[config.mk]
export PLATFORM = sky130hd
export DESIGN_NAME = pwr_seq_ctrl
export DESIGN_NICKNAME = d
export VERILOG_FILES = /design/src/rtl/pwr_seq_pkg.sv /design/src/rtl/alarm_match.sv /design/src/rtl/wake_qualify.sv /design/src/rtl/pwr_state.sv /design/src/rtl/pwr_seq_ctrl.sv
export SDC_FILE = /design/constraint.sdc
export NUM_CORES = 1
export LEC_CHECK = 0
export ABC_AREA = 0
export BUFFER_PORTS_ARGS = -buffer_cell sky130_fd_sc_hd__buf_2
export CORE_MARGIN = 3
export CORE_UTILIZATION = 50
export DETAILED_ROUTE_END_ITERATION = 16
export GPL_ROUTABILITY_DRIVEN = 0
export MAX_ROUTING_LAYER = met4
export PLACE_DENSITY_LB_ADDON = 0.12
export SETUP_SLACK_MARGIN = 0.2
export SLEW_MARGIN = 20
export SYNTH_ARGS = -nofsm -noshare
export SYNTH_HDL_FRONTEND = slang
export SYNTH_SLANG_ARGS = --single-unit
export TNS_END_PERCENT = 20
[constraint.sdc]
create_clock -name clk -period 2.7 [get_ports clk]
set_input_delay 0.675 -clock clk [delete_from_list [all_inputs] [get_ports clk]]
set_output_delay 0.675 -clock clk [all_outputs]
set_load 0.02 [all_outputs]
[src/rtl/pwr_seq_pkg.sv]
package pwr_seq_pkg;
  localparam int ADDR_W       = 8;
  localparam int DATA_W       = 32;
  localparam logic [ADDR_W-1:0] ADR_STATUS = 8'h44;
  localparam logic [ADDR_W-1:0] ADR_IRQEN  = 8'h48;
  localparam logic [ADDR_W-1:0] ADR_ALARM0 = 8'h80;
  localparam logic [ADDR_W-1:0] ADR_PWRCFG = 8'h98;
  localparam int ALARM_STRIDE = 4;
  localparam int FLAG_BIT     = 7;
  localparam int IE_BIT       = 4;
  localparam int POL_LSB      = 4;
  localparam int CTL_BIT      = 16;
  localparam int SRC_LSB      = 20;

  typedef enum logic {ST_ON = 1'b0, ST_OFF = 1'b1} pwr_state_e;
endpackage

[src/rtl/alarm_match.sv]
module alarm_match import pwr_seq_pkg::*; #(
  parameter int FIELDS  = 6,
  parameter int FIELD_W = 8,
  localparam int TIME_W = FIELDS * FIELD_W
) (
  input  logic              clk,
  input  logic              rst,
  input  logic              wr_en,
  input  logic [ADDR_W-1:0] wr_addr,
  input  logic [FIELD_W-1:0] wr_byte,
  input  logic [TIME_W-1:0] cal_time,
  output logic [TIME_W-1:0] alarm_time,
  output logic              evt
);
  logic match_now;
  logic match_prev;

  for (genvar i = 0; i < FIELDS; i++) begin : g_field
    localparam logic [ADDR_W-1:0] FADR = ADR_ALARM0 + ADDR_W'(i * ALARM_STRIDE);
    always_ff @(posedge clk) begin
      if (rst) alarm_time[i*FIELD_W +: FIELD_W] <= '0;
      else if (wr_en && wr_addr == FADR) alarm_time[i*FIELD_W +: FIELD_W] <= wr_byte;
    end
  end

  assign match_now = (cal_time == alarm_time);

  // match_prev starts high so a match already present at reset is not an event
  always_ff @(posedge clk) begin
    if (rst) begin
      match_prev <= 1'b1;
      evt        <= 1'b0;
    end else begin
      match_prev <= match_now;
      evt        <= match_now && !match_prev;
    end
  end
endmodule

[src/rtl/wake_qualify.sv]
module wake_qualify #(
  parameter int NUM_WAKE = 4,
  parameter int STAGES   = 2
) (
  input  logic                clk,
  input  logic                rst,
  input  logic [NUM_WAKE-1:0] pins,
  input  logic [NUM_WAKE-1:0] enable,
  input  logic [NUM_WAKE-1:0] active_low,
  output logic [NUM_WAKE-1:0] hit
);
  logic [NUM_WAKE-1:0] sync_q [STAGES];

  always_ff @(posedge clk) begin
    if (rst) begin
      for (int s = 0; s < STAGES; s++) sync_q[s] <= '0;
    end else begin
      sync_q[0] <= pins;
      for (int s = 1; s < STAGES; s++) sync_q[s] <= sync_q[s-1];
    end
  end

  // level XOR polarity gives the active state; 1 = active low inverts
  assign hit = enable & (sync_q[STAGES-1] ^ active_low);
endmodule

[src/rtl/pwr_state.sv]
module pwr_state import pwr_seq_pkg::*; #(
  parameter int NUM_WAKE = 4
) (
  input  logic                clk,
  input  logic                rst,
  input  logic                ctl_en,
  input  logic                alarm_evt,
  input  logic [NUM_WAKE-1:0] hit,
  output logic                pwr_en,
  output logic [NUM_WAKE-1:0] src
);
  pwr_state_e state_q, state_d;

  always_comb begin
    state_d = state_q;
    unique case (state_q)
      ST_ON:  if (alarm_evt && ctl_en) state_d = ST_OFF;
      ST_OFF: if (|hit)                state_d = ST_ON;
      default: state_d = ST_ON;
    endcase
  end

  always_ff @(posedge clk) begin
    if (rst) begin
      state_q <= ST_ON;
      pwr_en  <= 1'b1;
      src     <= '0;
    end else begin
      state_q <= state_d;
      pwr_en  <= (state_d == ST_ON);
      if (state_q == ST_OFF && |hit) src <= hit;
    end
  end
endmodule

[src/rtl/pwr_seq_ctrl.sv]
module pwr_seq_ctrl import pwr_seq_pkg::*; #(
  parameter int NUM_WAKE    = 4,
  parameter int FIELDS      = 6,
  parameter int FIELD_W     = 8,
  parameter int SYNC_STAGES = 2,
  localparam int TIME_W     = FIELDS * FIELD_W
) (
  input  logic              clk,
  input  logic              rst,
  input  logic              wr_en,
  input  logic [ADDR_W-1:0] wr_addr,
  input  logic [DATA_W-1:0] wr_data,
  input  logic              rd_en,
  input  logic [ADDR_W-1:0] rd_addr,
  output logic [DATA_W-1:0] rd_data,
  input  logic [TIME_W-1:0] cal_time,
  input  logic [NUM_WAKE-1:0] wake_pins,
  output logic              pwr_en,
  output logic              irq
);
  logic [NUM_WAKE-1:0] wake_en;
  logic [NUM_WAKE-1:0] wake_pol;
  logic                ctl_en;
  logic                flag;
  logic                irq_en;
  logic [TIME_W-1:0]   alarm_time;
  logic                alarm_evt;
  logic [NUM_WAKE-1:0] wake_hit;
  logic [NUM_WAKE-1:0] wake_src;
  logic [DATA_W-1:0]   rd_mux;
  logic                clr_req;

  alarm_match #(.FIELDS(FIELDS), .FIELD_W(FIELD_W)) u_alarm (
    .clk(clk), .rst(rst), .wr_en(wr_en), .wr_addr(wr_addr),
    .wr_byte(wr_data[FIELD_W-1:0]), .cal_time(cal_time),
    .alarm_time(alarm_time), .evt(alarm_evt)
  );

  wake_qualify #(.NUM_WAKE(NUM_WAKE), .STAGES(SYNC_STAGES)) u_wake (
    .clk(clk), .rst(rst), .pins(wake_pins), .enable(wake_en),
    .active_low(wake_pol), .hit(wake_hit)
  );

  pwr_state #(.NUM_WAKE(NUM_WAKE)) u_fsm (
    .clk(clk), .rst(rst), .ctl_en(ctl_en), .alarm_evt(alarm_evt),
    .hit(wake_hit), .pwr_en(pwr_en), .src(wake_src)
  );

  assign clr_req = wr_en && wr_addr == ADR_STATUS && wr_data[FLAG_BIT];

  always_ff @(posedge clk) begin
    if (rst) begin
      wake_en  <= '0;
      wake_pol <= '1;
      ctl_en   <= 1'b0;
      irq_en   <= 1'b0;
      flag     <= 1'b0;
    end else begin
      if (wr_en && wr_addr == ADR_PWRCFG) begin
        wake_en  <= wr_data[NUM_WAKE-1:0];
        wake_pol <= wr_data[POL_LSB +: NUM_WAKE];
        ctl_en   <= wr_data[CTL_BIT];
      end
      if (wr_en && wr_addr == ADR_IRQEN) irq_en <= wr_data[IE_BIT];
      // a new event wins over a clear in the same cycle
      if (alarm_evt)    flag <= 1'b1;
      else if (clr_req) flag <= 1'b0;
    end
  end

  assign irq = flag && irq_en;

  always_comb begin
    rd_mux = '0;
    unique case (rd_addr)
      ADR_STATUS: rd_mux[FLAG_BIT] = flag;
      ADR_IRQEN:  rd_mux[IE_BIT]   = irq_en;
      ADR_PWRCFG: begin
        rd_mux[NUM_WAKE-1:0]          = wake_en;
        rd_mux[POL_LSB +: NUM_WAKE]   = wake_pol;
        rd_mux[CTL_BIT]               = ctl_en;
        rd_mux[SRC_LSB +: NUM_WAKE]   = wake_src;
      end
      default: begin
        for (int i = 0; i < FIELDS; i++)
          if (rd_addr == ADR_ALARM0 + ADDR_W'(i * ALARM_STRIDE))
            rd_mux[FIELD_W-1:0] = alarm_time[i*FIELD_W +: FIELD_W];
      end
    endcase
  end

  always_ff @(posedge clk) begin
    if (rst)        rd_data <= '0;
    else if (rd_en) rd_data <= rd_mux;
  end
endmodule

==> results of run 1 <==
-- cell families after synthesis --
kind of cell	after synthesis
and+or+nand+nor	158
DFF	88
muxes	59
xor gates and xnor gates	53
AOI/OAI and AO/OA	48
buffers and inverters	46
other	1
-- cell usage after synthesis (2+ instances only) --
library cell / count / area share (%)
nand2b_1: 8 / 1.1
or3_1: 3 / 0.43
nand2_1: 21 / 1.8
a311oi_1: 5 / 1.0
mux2i_1: 51 / 12
nor3_2: 2 / 0.46
nor2b_1: 10 / 1.4
a22oi_1: 10 / 1.7
inv_2: 2 / 0.17
nor3b_1: 2 / 0.34
xnor2_1: 47 / 9.4
buf_4: 20 / 3.4
nand4_1: 13 / 1.9
nor2_1: 57 / 4.9
buf_6: 3 / 0.77
clkbuf_1: 13 / 1.1
dfxtp_1: 88 / 40
nand3_1: 19 / 2.2
a21oi_1: 21 / 2.4
nor4_1: 3 / 0.43
nor4b_2: 2 / 0.68
o211ai_1: 2 / 0.34
and2_1: 5 / 0.71
nor4_4: 3 / 1.5
inv_1: 3 / 0.26
buf_2: 3 / 0.34
xor2_1: 6 / 1.2
mux4_2: 8 / 4.1
nor3_1: 3 / 0.34
-- state kept, by name, indices dropped and copies added, names as in the netlist --
| register | count |
|---|---|
| u_alarm.alarm_time | 48 |
| rd_data | 13 |
| u_wake.sync_q | 8 |
| u_fsm.src | 4 |
| wake_en | 4 |
| wake_pol | 4 |
| ctl_en | 1 |
| flag | 1 |
| irq_en | 1 |
| u_alarm.evt | 1 |
| u_alarm.match_prev | 1 |
| u_fsm.pwr_en | 1 |
| u_fsm.state_q | 1 |
-- area by class of cell --
type | instances | share of cell area (%)
Inverter | 5 | 0.3686
Sequential cell | 88 | 34.59
Multi-Input combinational cell | 337 | 47.25
Clock inverter | 7 | 1.966
Timing Repair Buffer | 105 | 10.81
Tap cell | 105 | 2.580
Clock buffer | 9 | 2.432
-- how the worst max path moves through the flow --
stage	depth (start not counted)	end	start
floorplan	6	rd_data[7]	rd_addr[5]
global placement	5	rd_data[4]	rd_addr[5]
detailed placement	6	rd_data[7]	rd_addr[5]
CTS	6	rd_data[7]	rd_addr[5]
global route	5	rd_data[4]	rd_addr[5]
finish	6	rd_data[7]	rd_addr[5]
-- routing by layer --
| metal | up-vias | wire [µm] |
|---|---|---|
| li1 | 1738 | - |
| met5 | - | 0 |
| met1 | 1678 | 4718 |
| met2 | 140 | 5284 |
| met4 | 0 | 200 |
| met3 | 25 | 774 |
-- report_power, final --
| group | switching (mW) | internal, mW |
|---|---|---|
| Clock | 0.505 | 0.533 |
| Combinational | 0.153 | 0.102 |
| Sequential | 0.00579 | 1.31 |
| Total | 0.663 | 1.94 |
==> results by group, run 1 <==
Synth
  – Async S/R FF share, synth: 0%
  – Total of warnings raised by yosys: 0
  – Xor/xnor share of the synthesized area: 10.57%
  – Cell count after synthesis: 453
  – Syn_area_per_cell: 9.692 µm²
  – Largest family of logic cells by synthesized area: simple AND/OR/NAND/NOR gates
  – Seq cells post-synth: 88
  – Synth Cell Area: 4390 µm²
  – Synth unique cells: 49
  – Mux contribution to synthesized area: 15.73%
  – Synth Area in Adders: 0%
  – Top_reg_cell synth: dfxtp_1
  – Register area share after synthesis: 40.13%
  – Simple-Gate Fraction of Synth Area: 19.49%
  – EDFF count, synth: 0
  – Post-synthesis compound-gate area fraction: 7.381%

GRT
  – First-pass GRT wire length: 17510 µm
  – Met3 GRT Util: 5.259%
  – GR peak layer: met2
  – GR Util met1: 29.43%
  – Grt total ovfl: 0
  – Initial antenna violation count: 0
  – Global routing met2 resource utilization: 36.89%
  – Total GRT Usage: 23.23%
  – Vias in the first global route: 3452
  – Largest net degree at the start of global routing: 39

Clock tree
  – Skew-Pair Late Insertion Delay: 0.37 ns
  – TritonCTS clock tree: yes
  – CTS Sinks: 88
  – Reg clk slew, reported paths: 0.09 ns
  – Setup Fix Bufs, Post-CTS: 0
  – Cts hold-fix bufs: 0
  – Clk root buf: clkbuf_8
  – Num CTS Buffers: 9
  – Post_cts resized: 0
  – # H-tree levels: 3
  – Max clock buf depth: 2

Die
  – Initial core utilization: 52.38%
  – Die footprint: 9941 µm²
  – Chip height: 99.71 µm
  – Die W: 99.71 µm
  – Core area: 8382 µm²
  – Top-Level Pins: 138
  – Row cnt: 33

Timing
  – Clk_skew: 0.007972 ns
  – Max-slew violation count: 0
  – RSZ-0062 raised after global routing: no
  – Slew headroom: 55.06%
  – Setup TNS: 0 ns
  – Fmax: 493.1 MHz
  – Min Tclk post-route: 2.028 ns
  – Hold WS: 0.3876 ns
  – Worst slew pin tran: 0.6741 ns
  – Final setup vio count: 0
  – Hold Vio Cnt, Final: 0
  – Final period util: 75.12%
  – Worst setup margin: 0.6718 ns

Worst setup path
  – Worst path required time: 2.99 ns
  – RR Startpoint: u_alarm.alarm_time[23]
  – Reg2Reg Depth: 5
  – Critical path's largest stage delay: 0.51 ns
  – Crit path cell chain: buf_2, or3_1, nor4_4, a22o_1, mux2i_1, a211oi_2
  – R2r endpoint: rd_data[7]
  – CP top delay family: simple AND/OR/NAND/NOR gates
  – CP max stage cell: or3_1
  – Crit path buffers/inverters: 1
  – CP Max Fanout: 8
  – Crit path launch type: input port
  – Reg2reg setup slack: 0.92 ns
  – Crit end category: flip-flop
  – Crit Path Class: in -> reg
  – Crit path DAT: 2.32 ns

Cells and area
  – Most frequent cells in the layout: buf_2, dfxtp_1, nor2_1
  – FILL cells: 772
  – Area growth syn-to-layout: 15.99%
  – Final Util: 60.76%
  – Area of all sequential standard cells: 1762 µm²
  – Diode count: 0
  – Most common cell after layout, fill and taps aside: buf_2
  – Share of cells above drive strength 1: 25.77%
  – Nets: 650
  – Post-route cell area: 5092 µm²
  – Layout Cells excl Fill: 656
  – Area occupied by multi-input gates: 2406 µm²

Place
  – Cell count after placement: 640
  – DPL Wire Length: 8409 µm
  – Post-Place Worst Slack: 0.3196 ns
  – DP Area: 4868 µm²
  – PortBufs: 95

Hold path
  – Worst hold path type: reg -> reg
  – Hold EP: u_alarm.evt
  – Hold wc startpoint: u_alarm.match_prev
  – Hold Path Depth: 1

Drt
  – Iter 0 DRT Violations: 158
  – DR pass1 iterations: 5
  – Number of vias per cell: 5.459
  – Wirelength per Cell: 16.73 µm
  – Final wirelength: 10980 µm
  – Residual DRC: 0
  – Detail Route Antenna Nets: 0
  – Via count: 3581

Power
  – Total Power: 2.608 mW
  – Pleak: 2.111 nW
  – Power Dens Cells: 512.0 nW/µm²
  – Maximum VDD drop: 0.0002907 V

Run
  – Max-Cap Viols: 0

Status
  – Run status: finished, final reports clean
Note: power is estimated with default switching activity, not from simulation.
==> inputs of run 2 (changes only) <==
- clock period: 2.7 -> 2.1 ns (I/O delays scaled with it)
==> run 2 against run 1 <==
Sequential cell count unchanged. Combinational power up 33%. Register-to-register slack worse by 0.63 ns. Sequential power up 29%. Via count down 0.78%. Cell area up 2.4%. Critical path depth down 1. First-iteration DRC count down 30%. Clock skew down 0.00098 ns. Wire length up 2.3%. Core utilization up 1.4 points. Hold slack worse by 0.0084 ns. Highest routed layer unchanged.
==> results by group, run 2 (synthesis results as in run 1) <==
Place
  – DP Area: 4981 µm²
  – PortBufs: 95
  – DPL Wire Length: 8643 µm
  – Cell count after placement: 650
  – Post-Place Worst Slack: -0.07476 ns

GRT
  – Initial antenna violation count: 0
  – First-pass GRT wire length: 17840 µm
  – Grt total ovfl: 0
  – Total GRT Usage: 23.74%
  – Vias in the first global route: 3494
  – Largest net degree at the start of global routing: 42

Cells and area
  – Most common cell after layout, fill and taps aside: buf_2
  – Area growth syn-to-layout: 18.75%
  – Nets: 660
  – Share of cells above drive strength 1: 26.96%
  – Max reg flops: 48
  – Largest register by flop count: u_alarm.alarm_time
  – FILL cells: 755
  – Layout Cells excl Fill: 665
  – Top flop regs: u_alarm.alarm_time x48, rd_data x13, u_wake.sync_q x8
  – Post-route cell area: 5214 µm²
  – Most frequent cells in the layout: buf_2, dfxtp_1, nor2_1
  – Diode count: 0

Drt
  – Wirelength per Cell: 16.89 µm
  – Final wirelength: 11230 µm
  – Iter 0 DRT Violations: 111
  – Number of vias per cell: 5.343
  – Detail Route Antenna Nets: 0
  – Via count: 3553
  – Residual DRC: 0
  – DR pass1 iterations: 4

Hold path
  – Hold EP: u_wake.sync_q[0][2]
  – Hold Path Depth: 2
  – Worst hold path type: in -> reg
  – Hold wc startpoint: wake_pins[2]

Worst setup path
  – RR Startpoint: u_alarm.alarm_time[23]
  – CP max stage cell: mux4_2
  – Crit end category: flip-flop
  – CP top delay family: multiplexers
  – Crit path buffers/inverters: 0
  – R2r endpoint: rd_data[7]
  – Reg2Reg Depth: 5
  – Worst path required time: 2.31 ns
  – Critical path's largest stage delay: 0.47 ns
  – Crit path launch type: flip-flop
  – Crit path cell chain: or3_1, mux4_2, a22o_1, mux2i_1, a211oi_2
  – Reg2reg setup slack: 0.29 ns
  – Number of stages on the worst setup path: 5
  – Crit path DAT: 2.03 ns
  – Crit Path Class: reg -> reg
  – CP Max Fanout: 3

Clock tree
  – Cts hold-fix bufs: 0
  – Reg clk slew, reported paths: 0.08 ns
  – Skew-Pair Late Insertion Delay: 0.35 ns
  – Clk root buf: clkbuf_8
  – Setup Fix Bufs, Post-CTS: 0
  – CTS Sinks: 88
  – Num CTS Buffers: 9
  – Post_cts resized: 0
  – Max clock buf depth: 2
  – # H-tree levels: 3
  – TritonCTS clock tree: yes

Die
  – Chip height: 99.71 µm
  – Top-Level Pins: 138
  – Die footprint: 9941 µm²
  – Core area: 8382 µm²
  – Initial core utilization: 52.38%
  – Die W: 99.71 µm
  – Row cnt: 33

Power
  – Reg power frac: 49.7%
  – Sw Ratio: 23.42%
  – Pleak: 2.175 nW
  – Int Power: 2.604 mW
  – Clk pwr share: 40.3%
  – NetSw: 0.7963 mW
  – Comb pwr share: 9.9%
  – Power Dens Cells: 652.2 nW/µm²
  – Maximum VDD drop: 0.0004011 V

Timing
  – Worst setup margin: 0.2879 ns
  – Final setup vio count: 0
  – Hold Vio Cnt, Final: 0
  – RSZ-0062 raised after global routing: no
  – Hold WS: 0.3792 ns
  – Final period util: 86.29%
  – Max-slew violation count: 0
  – Worst slew pin tran: 0.5867 ns
  – Clk_skew: 0.006989 ns
  – Min Tclk post-route: 1.812 ns
  – Fmax: 551.8 MHz
  – Slew headroom: 60.89%

Status
  – Run status: finished, final reports clean

Run
  – Max-Cap Viols: 0
==> run 2: cell types whose count changed in the layout (fill, tap and decap cells not counted), sizes merged <==
| cell | before | now |
|---|---|---|
| buf | 105 | 115 |
| bufinv | 2 | 3 |
| clkinv | 1 | 3 |
| inv | 9 | 5 |
==> run 2: worst max path at each step <==
stage                           start          to  slack [ns]
2_1_floorplan              rd_addr[5]  rd_data[7]        0.17
3_3_place_gp               rd_addr[5]  rd_data[1]      -0.008
3_5_place_dp               rd_addr[5]  rd_data[6]       -0.07
4_1_cts        u_alarm.alarm_time[23]  rd_data[7]        0.29
5_1_grt                    rd_addr[5]  rd_data[2]        0.22
6_report       u_alarm.alarm_time[23]  rd_data[7]        0.29
==> run 2: power groups by stage <==
stage | combinational [mW] | clock [mW] | sequential (mW)
4_1_cts | 0.338 | 1.39 | 1.69
5_1_grt | 0.366 | 1.45 | 1.69
2_1_floorplan | 0.201 | 0 | 1.74
6_report | 0.338 | 1.37 | 1.69
3_3_place_gp | 0.332 | 0 | 1.73
3_5_place_dp | 0.337 | 0 | 1.73
==> run 2: stage by stage <==
stage	TNS [ns]	total power, mW	utilization, %
floorplan	0	1.937	-
global placement	-0.01571	2.062	59.43
detailed placement	-0.2016	2.067	59.43
CTS	0	3.418	62.20
global route	0	3.510	62.20
finish	0	3.400	62.20
==> run 2: area by class of cell <==
cell class / instances / area (µm²) / area share [%]
Clock buffer: 9 / 123.9 / 2.376
Multi-Input combinational cell: 337 / 2406 / 46.15
Clock inverter: 6 / 108.9 / 2.088
Tap cell: 105 / 131.4 / 2.520
Timing Repair Buffer: 115 / 663.1 / 12.72
Inverter: 5 / 18.77 / 0.3600
Sequential cell: 88 / 1762 / 33.79
==> run 2: layer usage <==
metal / up-vias / share of wire (%) / track usage, % / wire (µm)
met4: 0 / 1.1 / 7.458 / 127
met5: - / 0 / - / 0
li1: 1751 / - / - / -
met2: 136 / 47 / 36.48 / 5333
met1: 1657 / 45 / 31.31 / 4999
met3: 9 / 6.8 / 5.049 / 769
